**src/rtl/dds_loader_pkg.sv**
```systemverilog
package dds_loader_pkg;
  typedef enum logic {
    LOAD_PAR = 1'b0,
    LOAD_SER = 1'b1
  } load_mode_e;

  function automatic int unsigned slot_ptr_w(int unsigned slots);
    return $clog2(slots + 1);
  endfunction
endpackage

```
**src/rtl/dds_strobe_sync.sv**
```systemverilog
module dds_strobe_sync #(
  parameter int unsigned STAGES = 2
) (
  input  logic clk_i,
  input  logic rst_ni,
  input  logic async_i,
  output logic level_o,
  output logic rise_o
);
  logic [STAGES:0] pipe_q;

  always_ff @(posedge clk_i or negedge rst_ni) begin
    if (!rst_ni) pipe_q <= '0;
    else         pipe_q <= {pipe_q[STAGES-1:0], async_i};
  end

  assign level_o = pipe_q[STAGES-1];
  assign rise_o  = pipe_q[STAGES-1] & ~pipe_q[STAGES];
endmodule

```
**src/rtl/dds_stage_reg.sv**
```systemverilog
module dds_stage_reg #(
  parameter int unsigned WORD_W = 40,
  parameter int unsigned BUS_W  = 8,
  localparam int unsigned SLOTS = WORD_W / BUS_W,
  localparam int unsigned PTR_W = dds_loader_pkg::slot_ptr_w(SLOTS)
) (
  input  logic              clk_i,
  input  logic              rst_ni,
  input  dds_loader_pkg::load_mode_e mode_i,
  input  logic              load_i,
  input  logic              rearm_i,
  input  logic [BUS_W-1:0]  data_i,
  output logic [WORD_W-1:0] word_o,
  output logic [PTR_W-1:0]  ptr_o
);
  import dds_loader_pkg::*;

  logic [WORD_W-1:0] word_q, word_d;
  logic [PTR_W-1:0]  ptr_q;
  logic              par_load, ser_shift;

  assign par_load  = load_i && !rearm_i && (mode_i == LOAD_PAR) && (ptr_q < PTR_W'(SLOTS));
  assign ser_shift = load_i && !rearm_i && (mode_i == LOAD_SER);

  always_comb begin
    word_d = word_q;
    if (ser_shift) begin
      word_d = {data_i[BUS_W-1], word_q[WORD_W-1:1]};
    end else if (par_load) begin
      for (int k = 0; k < int'(SLOTS); k++) begin
        if (ptr_q == PTR_W'(k)) word_d[WORD_W-1-k*BUS_W -: BUS_W] = data_i;
      end
    end
  end

  // staging word survives both resets by design
  always_ff @(posedge clk_i) word_q <= word_d;

  always_ff @(posedge clk_i or negedge rst_ni) begin
    if (!rst_ni)       ptr_q <= '0;
    else if (rearm_i)  ptr_q <= '0;
    else if (par_load) ptr_q <= ptr_q + 1'b1;
  end

  assign word_o = word_q;
  assign ptr_o  = ptr_q;
endmodule

```
**src/rtl/dds_active_reg.sv**
```systemverilog
module dds_active_reg #(
  parameter int unsigned FREQ_W  = 32,
  parameter int unsigned CTRL_W  = 8,
  parameter int unsigned PHASE_W = 5,
  localparam int unsigned TEST_W = CTRL_W - PHASE_W - 1,
  localparam int unsigned WORD_W = FREQ_W + CTRL_W
) (
  input  logic               clk_i,
  input  logic               rst_ni,
  input  logic               commit_i,
  input  logic               clear_i,
  input  logic [WORD_W-1:0]  word_i,
  output logic [FREQ_W-1:0]  tuning_o,
  output logic [PHASE_W-1:0] phase_o,
  output logic               power_down_o,
  output logic [TEST_W-1:0]  test_bits_o,
  output logic               fault_o
);
  logic [FREQ_W-1:0] tuning_q;
  logic [CTRL_W-1:0] ctrl_q;
  logic              fault_q;
  logic [CTRL_W-1:0] ctrl_in;

  assign ctrl_in = word_i[WORD_W-1 -: CTRL_W];

  always_ff @(posedge clk_i or negedge rst_ni) begin
    if (!rst_ni) begin
      tuning_q <= '0;
      ctrl_q   <= '0;
      fault_q  <= 1'b0;
    end else if (clear_i) begin
      tuning_q <= '0;
      ctrl_q   <= '0;
      fault_q  <= 1'b0;
    end else if (commit_i) begin
      tuning_q <= word_i[FREQ_W-1:0];
      ctrl_q   <= ctrl_in;
      fault_q  <= |ctrl_in[TEST_W-1:0];
    end
  end

  assign tuning_o     = tuning_q;
  assign phase_o      = ctrl_q[CTRL_W-1 -: PHASE_W];
  assign power_down_o = ctrl_q[TEST_W];
  assign test_bits_o  = ctrl_q[TEST_W-1:0];
  assign fault_o      = fault_q;
endmodule

```
**src/rtl/dds_word_loader.sv**
```systemverilog
module dds_word_loader #(
  parameter int unsigned FREQ_W      = 32,
  parameter int unsigned CTRL_W      = 8,
  parameter int unsigned PHASE_W     = 5,
  parameter int unsigned BUS_W       = 8,
  parameter int unsigned SYNC_STAGES = 2
) (
  input  logic                            clk_i,
  input  logic                            rst_ni,
  input  logic                            serial_mode_i,
  input  logic                            word_clk_i,
  input  logic                            update_i,
  input  logic                            clear_i,
  input  logic [BUS_W-1:0]                data_i,
  output logic [FREQ_W-1:0]               tuning_o,
  output logic [PHASE_W-1:0]              phase_o,
  output logic                            power_down_o,
  output logic [CTRL_W-PHASE_W-2:0]       test_bits_o,
  output logic                            test_fault_o
);
  import dds_loader_pkg::*;

  localparam int unsigned WORD_W = FREQ_W + CTRL_W;
  localparam int unsigned SLOTS  = WORD_W / BUS_W;
  localparam int unsigned PTR_W  = slot_ptr_w(SLOTS);

  logic              wclk_rise, upd_rise, clr_lvl;
  logic              wclk_lvl_unused, upd_lvl_unused, clr_rise_unused;
  logic [WORD_W-1:0] staged_word;
  logic [PTR_W-1:0]  slot_ptr;
  load_mode_e        load_mode;

  assign load_mode = serial_mode_i ? LOAD_SER : LOAD_PAR;

  dds_strobe_sync #(.STAGES(SYNC_STAGES)) u_wclk_sync (
    .clk_i, .rst_ni, .async_i(word_clk_i), .level_o(wclk_lvl_unused), .rise_o(wclk_rise)
  );
  dds_strobe_sync #(.STAGES(SYNC_STAGES)) u_upd_sync (
    .clk_i, .rst_ni, .async_i(update_i), .level_o(upd_lvl_unused), .rise_o(upd_rise)
  );
  dds_strobe_sync #(.STAGES(SYNC_STAGES)) u_clr_sync (
    .clk_i, .rst_ni, .async_i(clear_i), .level_o(clr_lvl), .rise_o(clr_rise_unused)
  );

  dds_stage_reg #(.WORD_W(WORD_W), .BUS_W(BUS_W)) u_stage (
    .clk_i, .rst_ni,
    .mode_i (load_mode),
    .load_i (wclk_rise),
    .rearm_i(upd_rise | clr_lvl),
    .data_i,
    .word_o (staged_word),
    .ptr_o  (slot_ptr)
  );

  dds_active_reg #(.FREQ_W(FREQ_W), .CTRL_W(CTRL_W), .PHASE_W(PHASE_W)) u_active (
    .clk_i, .rst_ni,
    .commit_i    (upd_rise),
    .clear_i     (clr_lvl),
    .word_i      (staged_word),
    .tuning_o,
    .phase_o,
    .power_down_o,
    .test_bits_o,
    .fault_o     (test_fault_o)
  );
endmodule

```
**config.mk**
```make
export PLATFORM = sky130hd
export DESIGN_NAME = dds_word_loader
export DESIGN_NICKNAME = d
export VERILOG_FILES = /design/src/rtl/dds_loader_pkg.sv /design/src/rtl/dds_strobe_sync.sv /design/src/rtl/dds_stage_reg.sv /design/src/rtl/dds_active_reg.sv /design/src/rtl/dds_word_loader.sv
export SDC_FILE = /design/constraint.sdc
export NUM_CORES = 1
export LEC_CHECK = 0
export BUFFER_PORTS_ARGS = -buffer_cell sky130_fd_sc_hd__buf_2
export CAP_MARGIN = 30
export CORE_ASPECT_RATIO = 1.25
export CORE_MARGIN = 2
export CORE_UTILIZATION = 40
export CTS_BUF_LIST = sky130_fd_sc_hd__clkbuf_2 sky130_fd_sc_hd__clkbuf_4 sky130_fd_sc_hd__clkbuf_8
export CTS_CLUSTER_SIZE = 12
export DETAILED_ROUTE_END_ITERATION = 6
export GPL_ROUTABILITY_DRIVEN = 0
export MAX_ROUTING_LAYER = met4
export SYNTH_ARGS = -nofsm -noshare
export SYNTH_HDL_FRONTEND = slang
export SYNTH_SLANG_ARGS = --single-unit
export TNS_END_PERCENT = 100
```
**constraint.sdc**
```tcl
create_clock -name clk_i -period 1.6 [get_ports clk_i]
set_input_delay 0.24 -clock clk_i [delete_from_list [all_inputs] [get_ports clk_i]]
set_output_delay 0.24 -clock clk_i [all_outputs]
set_load 0.02 [all_outputs]
```
## Word level (Yosys, flattened, before mapping)

Index checks and enable logic that the tools add are counted.

| operators by class | value |
|---|---|
| equal/unequal tests | 4 |
| reductions and logical operators | 20 |
| mux-type cells | 16 |
| div/mod/pow operators | 0 |
| bitwise operators | 6 |
| add/subtract/negate cells | 1 |
| shifts and indexed selects | 0 |
| $lt $le $gt $ge | 1 |
| multiply operators | 0 |

Operator list:

| cell | count |
|---|---|
| 2-to-1 mux 40 bit | 2 |
| 2-to-1 mux 32 bit | 2 |
| 2-to-1 mux 8 bit | 7 |
| nonzero test 2 bit | 8 |
| AND reduction 2 bit | 5 |
| == test 3 x 2 -> 1 bit, second input constant | 2 |
| 2-to-1 mux 3 bit | 2 |
| logical AND 1 bit | 4 |
| adder 3 x 1 -> 3 bit, second input constant | 1 |
| == test 3 x 1 -> 1 bit, second input constant | 1 |
| == test 3 bit, second input constant | 1 |
| zero test 3 bit | 1 |
| less-than comparator 3 bit, second input constant | 1 |
| 2-to-1 mux 1 bit | 3 |
| inverter 1 bit | 3 |
| AND 1 bit | 2 |
| OR reduction 2 bit | 1 |
| zero test 1 bit | 1 |
| OR 1 bit | 1 |

| word-level totals | value |
|---|---|
| memory bits (writable) | 0 |
| memories | 0 |
| input port bits | 14 |
| word-level logic and storage cells | 60 |
| bits in latches | 0 |
| bits in read-only memories | 0 |
| register bits | 92 |

## Depth between registers and ports, before layout

Gate-level depths: netlist of the first run.

| logic depth | value |
|---|---|
| word-level depth | 9 |
| gate-level depth with buffers | 6 |
| gate-level depth less buffers | 4 |

## Cells and area by module

From an unflattened synthesis of the first run, not the netlist that was laid out.

| unflattened totals | value |
|---|---|
| cell total of the unflattened synthesis | 270 |
| area, all modules | 3,872.5 sq um |

Modules (own cells, without submodules):

| module | area each (sq um) | cells each | instances |
|---|---|---|---|
| dds_stage_reg | 1,888.1 | 123 | 1 |
| dds_active_reg | 1,711.6 | 134 | 1 |
| dds_strobe_sync | 88.8 | 4 | 3 |
| dds_word_loader | 6.3 | 1 | 1 |

## Least setup slack after synthesis of the first run

OpenSTA, ideal clock, no wires.

| timing | value |
|---|---|
| path type | register to register |
| from | register u_upd_sync.pipe_q[1] |
| to | register u_stage.word_q[10], in the netlist u_stage.word_o[10], enable pin |
| setup time | 370 ps |
| path buffers | 0 |
| clock period less this slack | 1,661 ps |
| path slack | -61 ps |
| data arrival time | 1,291 ps |
| required time | 1,230 ps |
| stages on the path, launching flop included | 4 |
| cell sequence | dfrtp_1 > nor2b_4 > or3_1 > nor2_1 |

| between the ends | value |
|---|---|
| longest elaborated chain between the ends | 8 |
| elaborated cells between the ends (all ways) | 10 |
| classes of those cells | bitwise: 2; reduce/logical: 8 |

Ends and longest elaborated chain:

| what | line | source |
|---|---|---|
| start, declared | dds_strobe_sync.sv:10 | `logic [STAGES:0] pipe_q;` |
| start signal, assigned | dds_strobe_sync.sv:14 | `else pipe_q <= {pipe_q[STAGES-1:0], async_i};` |
| AND 1 bit * | dds_strobe_sync.sv:18 | `assign rise_o = pipe_q[STAGES-1] & ~pipe_q[STAGES];` |
| OR 1 bit * | dds_word_loader.sv:49 | `.rearm_i(upd_rise \| clr_lvl),` |
| zero test 1 bit * | dds_stage_reg.sv:22, dds_stage_reg.sv:23 |  |
| logical AND 1 bit * | dds_stage_reg.sv:22, dds_stage_reg.sv:23 |  |
| logical AND 1 bit (2 in series) | dds_stage_reg.sv:22 | `assign par_load = load_i && !rearm_i && (mode_i == LOAD_PAR) && (ptr_q < PTR_W'(SLOTS));` |
| nonzero test 2 bit (no line) | -- |  |
| AND reduction 2 bit (no line) * | -- |  |
| end signal, assigned | dds_stage_reg.sv:37 | `always_ff @(posedge clk_i) word_q <= word_d;` |
| end, declared | dds_stage_reg.sv:18 | `logic [WORD_W-1:0] word_q, word_d;` |

Mark *: on every way between the ends. The rest lies on a longest branch, timed or not.
A chain may end at the register's enable or synchronous reset.

## Worst setup path in the final report of the first run

| timing | value |
|---|---|
| from | register u_upd_sync.pipe_q[1] |
| to | register u_stage.word_q[15], in the netlist u_stage.word_o[15] (data pin) |

| between the ends | value |
|---|---|
| longest elaborated chain between the ends | 6 |

Ends and longest elaborated chain:

| what | line | source |
|---|---|---|
| AND 1 bit | dds_strobe_sync.sv:18 |  |
| OR 1 bit | dds_word_loader.sv:49 |  |
| zero test 1 bit | dds_stage_reg.sv:23 | `assign ser_shift = load_i && !rearm_i && (mode_i == LOAD_SER);` |
| logical AND 1 bit (2 in series) | dds_stage_reg.sv:23 |  |
| 2-to-1 mux 40 bit | dds_stage_reg.sv:27 | `if (ser_shift) begin` |
| via u_stage.word_d[15] | dds_stage_reg.sv:18 |  |

The timed path passes the listed nets, and every way through them passes these cells.

==> results of run 1 <==
[sequential cells by signal (all words and copies together), names as in the netlist]
register and count:
u_upd_sync.pipe_q 3, u_clr_sync.pipe_q 2, u_active.tuning_o 32, u_active.ctrl_q 8, u_active.fault_o 1, u_stage.word_o 40, u_stage.ptr_o 3, u_wclk_sync.pipe_q 3
[routing by layer]
metal	track usage	share of wire	vias to the layer above
li1	-	-	1015
met4	0.07761	0.019	0
met2	0.2420	0.50	46
met5	-	0	-
met1	0.2168	0.44	1123
met3	0.03723	0.037	11
[power breakdown]
| group | internal (W) | total, W | switching (W) |
|---|---|---|---|
| combinational | 0.000180 | 0.000413 | 0.000233 |
| clock | 0.000994 | 0.00174 | 0.000749 |
| sequential | 0.00255 | 0.00259 | 0.0000418 |
[logic make-up after synthesis]
group / Yosys count / share of synthesized area
AOI/OAI and AO/OA: 82 / 0.1794
adders and majority gates: 5 / 0.01715
buffers and inverters: 18 / 0.04013
DFF: 92 / 0.6861
muxes: 7 / 0.02093
and+or+nand+nor: 25 / 0.05627
[critical path, stage by stage (launching register included)]
cell,delay (ns)
dfrtp_1,0.38
nor2b_4,0.15
nor4_4,0.27
buf_6,0.16
buf_12,0.12
mux2_4,0.29
[final timing paths]
kind	slack, ns	start	endpoint	cells past startpoint
max	-0.02	u_upd_sync.pipe_q[1]	u_stage.word_o[15]	5
min	0.17	data_i[7]	u_stage.word_o[39]	1
max reg2reg	-0.02	u_upd_sync.pipe_q[1]	u_stage.word_o[15]	5
min reg2reg	0.35	u_clr_sync.pipe_q[0]	u_clr_sync.pipe_q[1]	0
max in group asynchronous	0.97	rst_ni	u_active.tuning_o[17]	3
min in group asynchronous	0.40	rst_ni	u_active.tuning_o[29]	3
[metrics by stage]
stage	area, µm²	TNS [ns]
after floorplan	3647	-1.946
final	4487	-0.07715
after CTS	4393	-0.004789
after global routing	4487	-2.873
after global placement	4114	0
after detailed placement	4114	-0.005176
[area by class of cell]
type / count / share of cell area
inverters: 4 / 0.003346
repair buffers: 79 / 0.1238
clock buffers: 14 / 0.03737
flip-flops and latches: 92 / 0.5577
multi-input cells: 119 / 0.2309
well taps: 120 / 0.03346
clock inverters: 2 / 0.01339
[cells in the final DEF, fill, tap and decap left out, types with 5 or more instances in the layout]
| cell | instances |
|---|---|
| nand2_1 | 5 |
| ha_1 | 5 |
| clkbuf_8 | 10 |
| edfxtp_1 | 40 |
| dfrtp_1 | 52 |
| buf_4 | 12 |
| a21o_1 | 35 |
| a22o_1 | 40 |
| buf_2 | 54 |
| nor2b_4 | 8 |
[Yosys cell counts (2+ instances only)]
master	count	share of area
mux2_2	5	0.015
edfxtp_1	40	0.33
clkbuf_1	4	0.0041
nor3_1	2	0.0027
ha_1	5	0.017
a22o_1	40	0.096
dfrtp_1	52	0.36
o21ai_0	2	0.0027
mux2i_1	2	0.0055
nor2b_4	8	0.030
nand2_1	5	0.0051
a21oi_1	4	0.0055
buf_2	5	0.0069
a21o_1	35	0.072
nor2_1	5	0.0051
inv_1	3	0.0031
buf_12	4	0.022
[timing repair]
action,CTS,global route
endpoints found under the setup margin,3,54
pin swaps,0,2
buffers inserted,0,1
hold buffers,4,0
hold endpoints to repair,55,0
gates resized for setup,3,10
cloned,0,2
==> summary.md, run 1 <==
| Metric | Value |
|---|---|
| Period minus WS final | 1.622 ns |
| Post-DP HPWL | 4.925 mm |
| Antenna cells | 0 |
| RSZ-0062 raised after global routing | true |
| Syn nets | around 250 |
| Final Setup Violations | 9 |
| Async S/R FF share, synth | 0.5652 |
| Num Clock Sinks | 92 |
| Largest net degree at the start of global routing | 53 |
| Synthesized area | between 0.003 and 0.004 mm² |
| Worst relative slew slack | 0.8127 |
| Worst-path clk slew | 0.08 ns |
| Status | finished, violations left |
| Data required time of the worst path | 1.72 ns |
| Total power | 0.004745 W |
| Num ports | 55 |
| F_max | 616.6 MHz |
| Fillers | about 770 |
| Leakage | 2.198 nW |
| Cts bufs inserted | 9 |
| Failing checks | setup timing |
| Peak supply drop | 478.8 µV |
| Fin. max-slew vios | 0 |
| Tot GR Track Use | 0.1653 |
| # Max-Cap Violations | 0 |
| H-tree Lvls | 3 |
| DR iter-0 viols | 128 |
| Final WL | 7.407 mm |
| Drt via density | 5.105 |
| Core area | 0.008796 mm² |
| Critical Path Fanout Max | 5 |
| Clk Latency, worst-skew pair | 0.37 ns |
| Number of placement rows | 38 |
| Die ar. | 0.009903 mm² |
| Starting density of the core | 0.4147 |
| Arrival time worst endpoint | 1.74 ns |
| Root Driver | clkbuf_8 |
| Worst-margin pin slew | 0.2810 ns |
| CTS tree | built |
| Critical Path Sink Type | flip-flop |
| Mean area per synthesized cell | 15.93 µm² |
| Antenna violations before repair | 0 |
| Grt ovf | 0 |
| Die Y-Extent | 110.8 µm |
| Pwr dens | 1057 mW/mm² |
| Register area share after synthesis | 0.6861 |
| Antenna Violating Nets Remaining | 0 |
| Post-route DRC | 0 |
| WHS | 0.1655 ns |
| Multi-input logic area | approximately 0.0010 mm² |
| Vias in the first global route | 2162 |
| Avg WL per Cell | about 17 µm |
| Main synth FF type | dfrtp_1 |
| Number of enable flip-flop cells after synthesis | 40 |
| Post-layout util | 0.5101 |
| Global-route wire length before repair | 11.86 mm |
| Post-synthesis cell count | ~230 |
| Dpl cells | roughly 410 |
| Path type of the worst min-delay path | input port to flip-flop |
| Setup CP Type | flip-flop to flip-flop |
| Critical path startpoint category | flip-flop |
| Final hold violations | 0 |
| Reg area | ~0.0025 mm² |
| Post-route clock period utilization | 1.014 |
| Nets | 324 |
| Proportion of layout cells with a drive suffix above 1 | 0.3710 |
| Area growth syn-to-layout | 23.02% |
| Final setup margin | -0.02185 ns |
| Max Clock Skew | 0.009050 ns |
| 1st-pass router iterations | 4 |
| Via Count | 2195 |
| Placement Setup Slack | -0.005176 ns |
| Cell variety after synth | 25 |
| Yosys reg bits | between 90 and 100 |
| DIE WIDTH | between 80 and 90 µm |
| Layout Cells excl Fill | 430 |
| Port Buf Inserts | 54 |
| YS warnings | 0 |
| CTS Buffer Depth | 2 |
Power figures use the tool's default switching activity.
==> inputs of run 2 (changes only) <==
--- a/config.mk
+++ b/config.mk
@@ -9,12 +9,13 @@
 export CAP_MARGIN = 30
 export CORE_ASPECT_RATIO = 1.25
 export CORE_MARGIN = 2
-export CORE_UTILIZATION = 40
+export CORE_UTILIZATION = 53
 export CTS_BUF_LIST = sky130_fd_sc_hd__clkbuf_2 sky130_fd_sc_hd__clkbuf_4 sky130_fd_sc_hd__clkbuf_8
 export CTS_CLUSTER_SIZE = 12
 export DETAILED_ROUTE_END_ITERATION = 6
 export GPL_ROUTABILITY_DRIVEN = 0
 export MAX_ROUTING_LAYER = met4
+export PLACE_DENSITY = 0.78
 export SYNTH_ARGS = -nofsm -noshare
 export SYNTH_HDL_FRONTEND = slang
 export SYNTH_SLANG_ARGS = --single-unit
==> constraint.sdc (replaced) <==
create_clock -name clk_i -period 1.4 [get_ports clk_i]
set_input_delay 0.21 -clock clk_i [delete_from_list [all_inputs] [get_ports clk_i]]
set_output_delay 0.21 -clock clk_i [all_outputs]
set_load 0.02 [all_outputs]
==> summary.md, run 2 (synthesized netlist as in run 1, its figures left out) <==
| Metric | Value |
|---|---|
| Root Driver | clkbuf_8 (unchanged) |
| Critical Path Start | u_upd_sync.pipe_q[1] (unchanged) |
| Final WL | 7.085 mm (was 7.407 mm) |
| Status | finished, violations left (unchanged) |
| Most frequent cells in the layout | 54 x buf_2, 52 x dfrtp_1, 40 x a22o_1, 40 x edfxtp_1, 35 x a21o_1 (unchanged) |
| Worst-margin pin slew | 0.2678 ns (was 0.2810 ns) |
| Reg2Reg Launch Point | u_upd_sync.pipe_q[1] (unchanged) |
| Total power | 0.005566 W (was 0.004745 W) |
| Failing checks | setup timing (unchanged) |
| DIE WIDTH | 78.20 µm (was 89.41 µm) |
| RSZ-0062 raised after global routing | true (unchanged) |
| Antenna cells | 0 (unchanged) |
| Peak supply drop | 857.3 µV (was 478.8 µV) |
| DR iter-0 viols | 154 (was 128) |
| Cts bufs inserted | 9 (unchanged) |
| Avg WL per Cell | 17.71 µm (was 17.23 µm) |
| Commonest non-fill, non-tap cell in the layout | buf_2 (unchanged) |
| 1st-pass router iterations | 4 (unchanged) |
| Path type of the worst min-delay path | input port to flip-flop (unchanged) |
| Area growth syn-to-layout | 24.39% (was 23.02%) |
| Worst-path clk slew | 0.08 ns (about the same) |
| Placement Setup Slack | -0.1844 ns (was -0.005176 ns) |
| Number of placement rows | 33 (was 38) |
| Post-route clock period utilization | 1.128 (was 1.014) |
| Grt ovf | 0 (unchanged) |
| Worst setup endpoint | u_stage.word_o[23] (was u_stage.word_o[15]) |
| Setup TNS | -11.67 ns (was -0.07715 ns) |
| CTS Buffer Depth | 2 (unchanged) |
| Final Setup Violations | 109 (was 9) |
| Global-route wire length before repair | 11.12 mm (was 11.86 mm) |
| Vias in the first global route | 2105 (was 2162) |
| Antenna violations before repair | 0 (unchanged) |
| Port Buf Inserts | 54 (unchanged) |
| Final hold violations | 0 (unchanged) |
| Core area | 0.006606 mm² (was 0.008796 mm²) |
| Arrival time worst endpoint | 1.69 ns (was 1.74 ns) |
| H-tree Lvls | 3 (unchanged) |
| Reg area | 0.002502 mm² (unchanged) |
| Nets | 327 (was 324) |
| Post-DP HPWL | 4.727 mm (was 4.925 mm) |
| Die ar. | 0.007565 mm² (was 0.009903 mm²) |
| Final setup margin | -0.1787 ns (was -0.02185 ns) |
| Leakage | 2.226 nW (was 2.198 nW) |
| Drt via density | 5.410 (was 5.105) |
| Antenna Violating Nets Remaining | 0 (unchanged) |
| Max Clock Skew | 0.008145 ns (was 0.009050 ns) |
| Critical Path Sink Type | flip-flop (unchanged) |
| Pwr dens | 1227 mW/mm² (was 1057 mW/mm²) |
| Clk Latency, worst-skew pair | 0.36 ns (was 0.37 ns) |
| Tot GR Track Use | 0.2037 (was 0.1653) |
| CTS tree | built (unchanged) |
| Post-route DRC | 0 (unchanged) |
| Num ports | 55 (unchanged) |
| # Max-Cap Violations | 0 (unchanged) |
| Max reg flops | 40 (unchanged) |
| Register-to-Register Path Depth | 4 (was 5) |
| Setup CP Type | flip-flop to flip-flop (unchanged) |
| Largest net degree at the start of global routing | 53 (unchanged) |
| Fillers | 448 (was 768) |
| Num Clock Sinks | 92 (unchanged) |
| Proportion of layout cells with a drive suffix above 1 | 0.3898 (was 0.3710) |
| Die Y-Extent | 96.75 µm (was 110.8 µm) |
| WHS | 0.1425 ns (was 0.1655 ns) |
| Starting density of the core | 0.5521 (was 0.4147) |
| Multi-input logic area | 0.001097 mm² (was 0.001036 mm²) |
| RR Endpoint | u_stage.word_o[23] (was u_stage.word_o[15]) |
| Via Count | 2164 (was 2195) |
| Worst relative slew slack | 0.8201 (was 0.8127) |
| Critical path startpoint category | flip-flop (unchanged) |
| Critical Path Fanout Max | 16 (was 5) |
| F_max | 633.4 MHz (was 616.6 MHz) |
| Period minus WS final | 1.579 ns (was 1.622 ns) |
| R2R setup slack | -0.18 ns (was -0.02 ns) |
| Fin. max-slew vios | 0 (unchanged) |
| Data required time of the worst path | 1.51 ns (was 1.72 ns) |
| Post-layout util | 0.6867 (was 0.5101) |
## run 2: changes by cell type in the layout (fill, tap and decap cells not counted), moves of 2 or more
cell | previous run | this run
nor2_4 | 0 | 5
nand2_1 | 5 | 3
nor2_1 | 2 | 0
nor2_2 | 3 | 0
buf_4 | 12 | 15
clkbuf_4 | 4 | 1
nand2_2 | 0 | 2
clkbuf_16 | 2 | 0
## run 2: metrics by stage
stage          std cells  cell area [µm²]
6_report             400             4537
5_1_grt              400             4537
4_1_cts              398             4508
3_5_place_dp         373             4133
3_3_place_gp         373             4133
2_1_floorplan        229             3715
## run 2: worst min-delay path by stage
stage / slack (ns) / endpoint / startpoint / cells past startpoint
4_1_cts: 0.13 / u_stage.word_o[39] / data_i[7] / 1
2_1_floorplan: -0.09 / u_active.ctrl_q[0] / rst_ni / 0
3_3_place_gp: 0.22 / u_active.ctrl_q[3] / rst_ni / 2
5_1_grt: 0.13 / u_stage.word_o[39] / data_i[7] / 1
6_report: 0.14 / u_stage.word_o[39] / data_i[7] / 1
3_5_place_dp: 0.22 / u_active.ctrl_q[4] / rst_ni / 2
## run 2: cell type report
cell class                 instances  share of cell area
multi-input combinational        119              0.2419
clock buffer                      10             0.02896
sequential                        92              0.5516
inverter                           4            0.003309
timing repair buffer              82              0.1258
tap                               87             0.02399
clock inverter                     6             0.02455
## run 2: power by group
group	internal, W	switching [W]	leakage [nW]	total (W)
registers	0.00291	0.0000470	1.05	0.00296
logic	0.000223	0.000281	1.05	0.000505
clock network	0.00121	0.000896	0.120	0.00210
total	0.00434	0.00122	2.23	0.00557
## run 2: layer usage
metal  global-route usage  up-vias  routed length, µm
li1                     -     1025                  -
met1               0.2674     1057               3161
met2               0.2984       64               3360
met3              0.04291       18                324
met4               0.1107        0                238
met5                    -        -                  0
## run 2: worst max-delay path, cell delays in order (launching register included)
cell and delay (ns):
dfrtp_1 0.38, nor2b_4 0.14, nor4_4 0.26, buf_12 0.22, mux2_4 0.31
## run 2: timing repair
| item | CTS | global route |
|---|---|---|
| setup buffers | 4 | 1 |
| hold endpoints to repair | 55 | 0 |
| hold buffers | 4 | 0 |
| setup endpoints to repair | 122 | 123 |
| gates cloned | 1 | 1 |
| resized for setup | 9 | 7 |
| pin swaps | 2 | 4 |
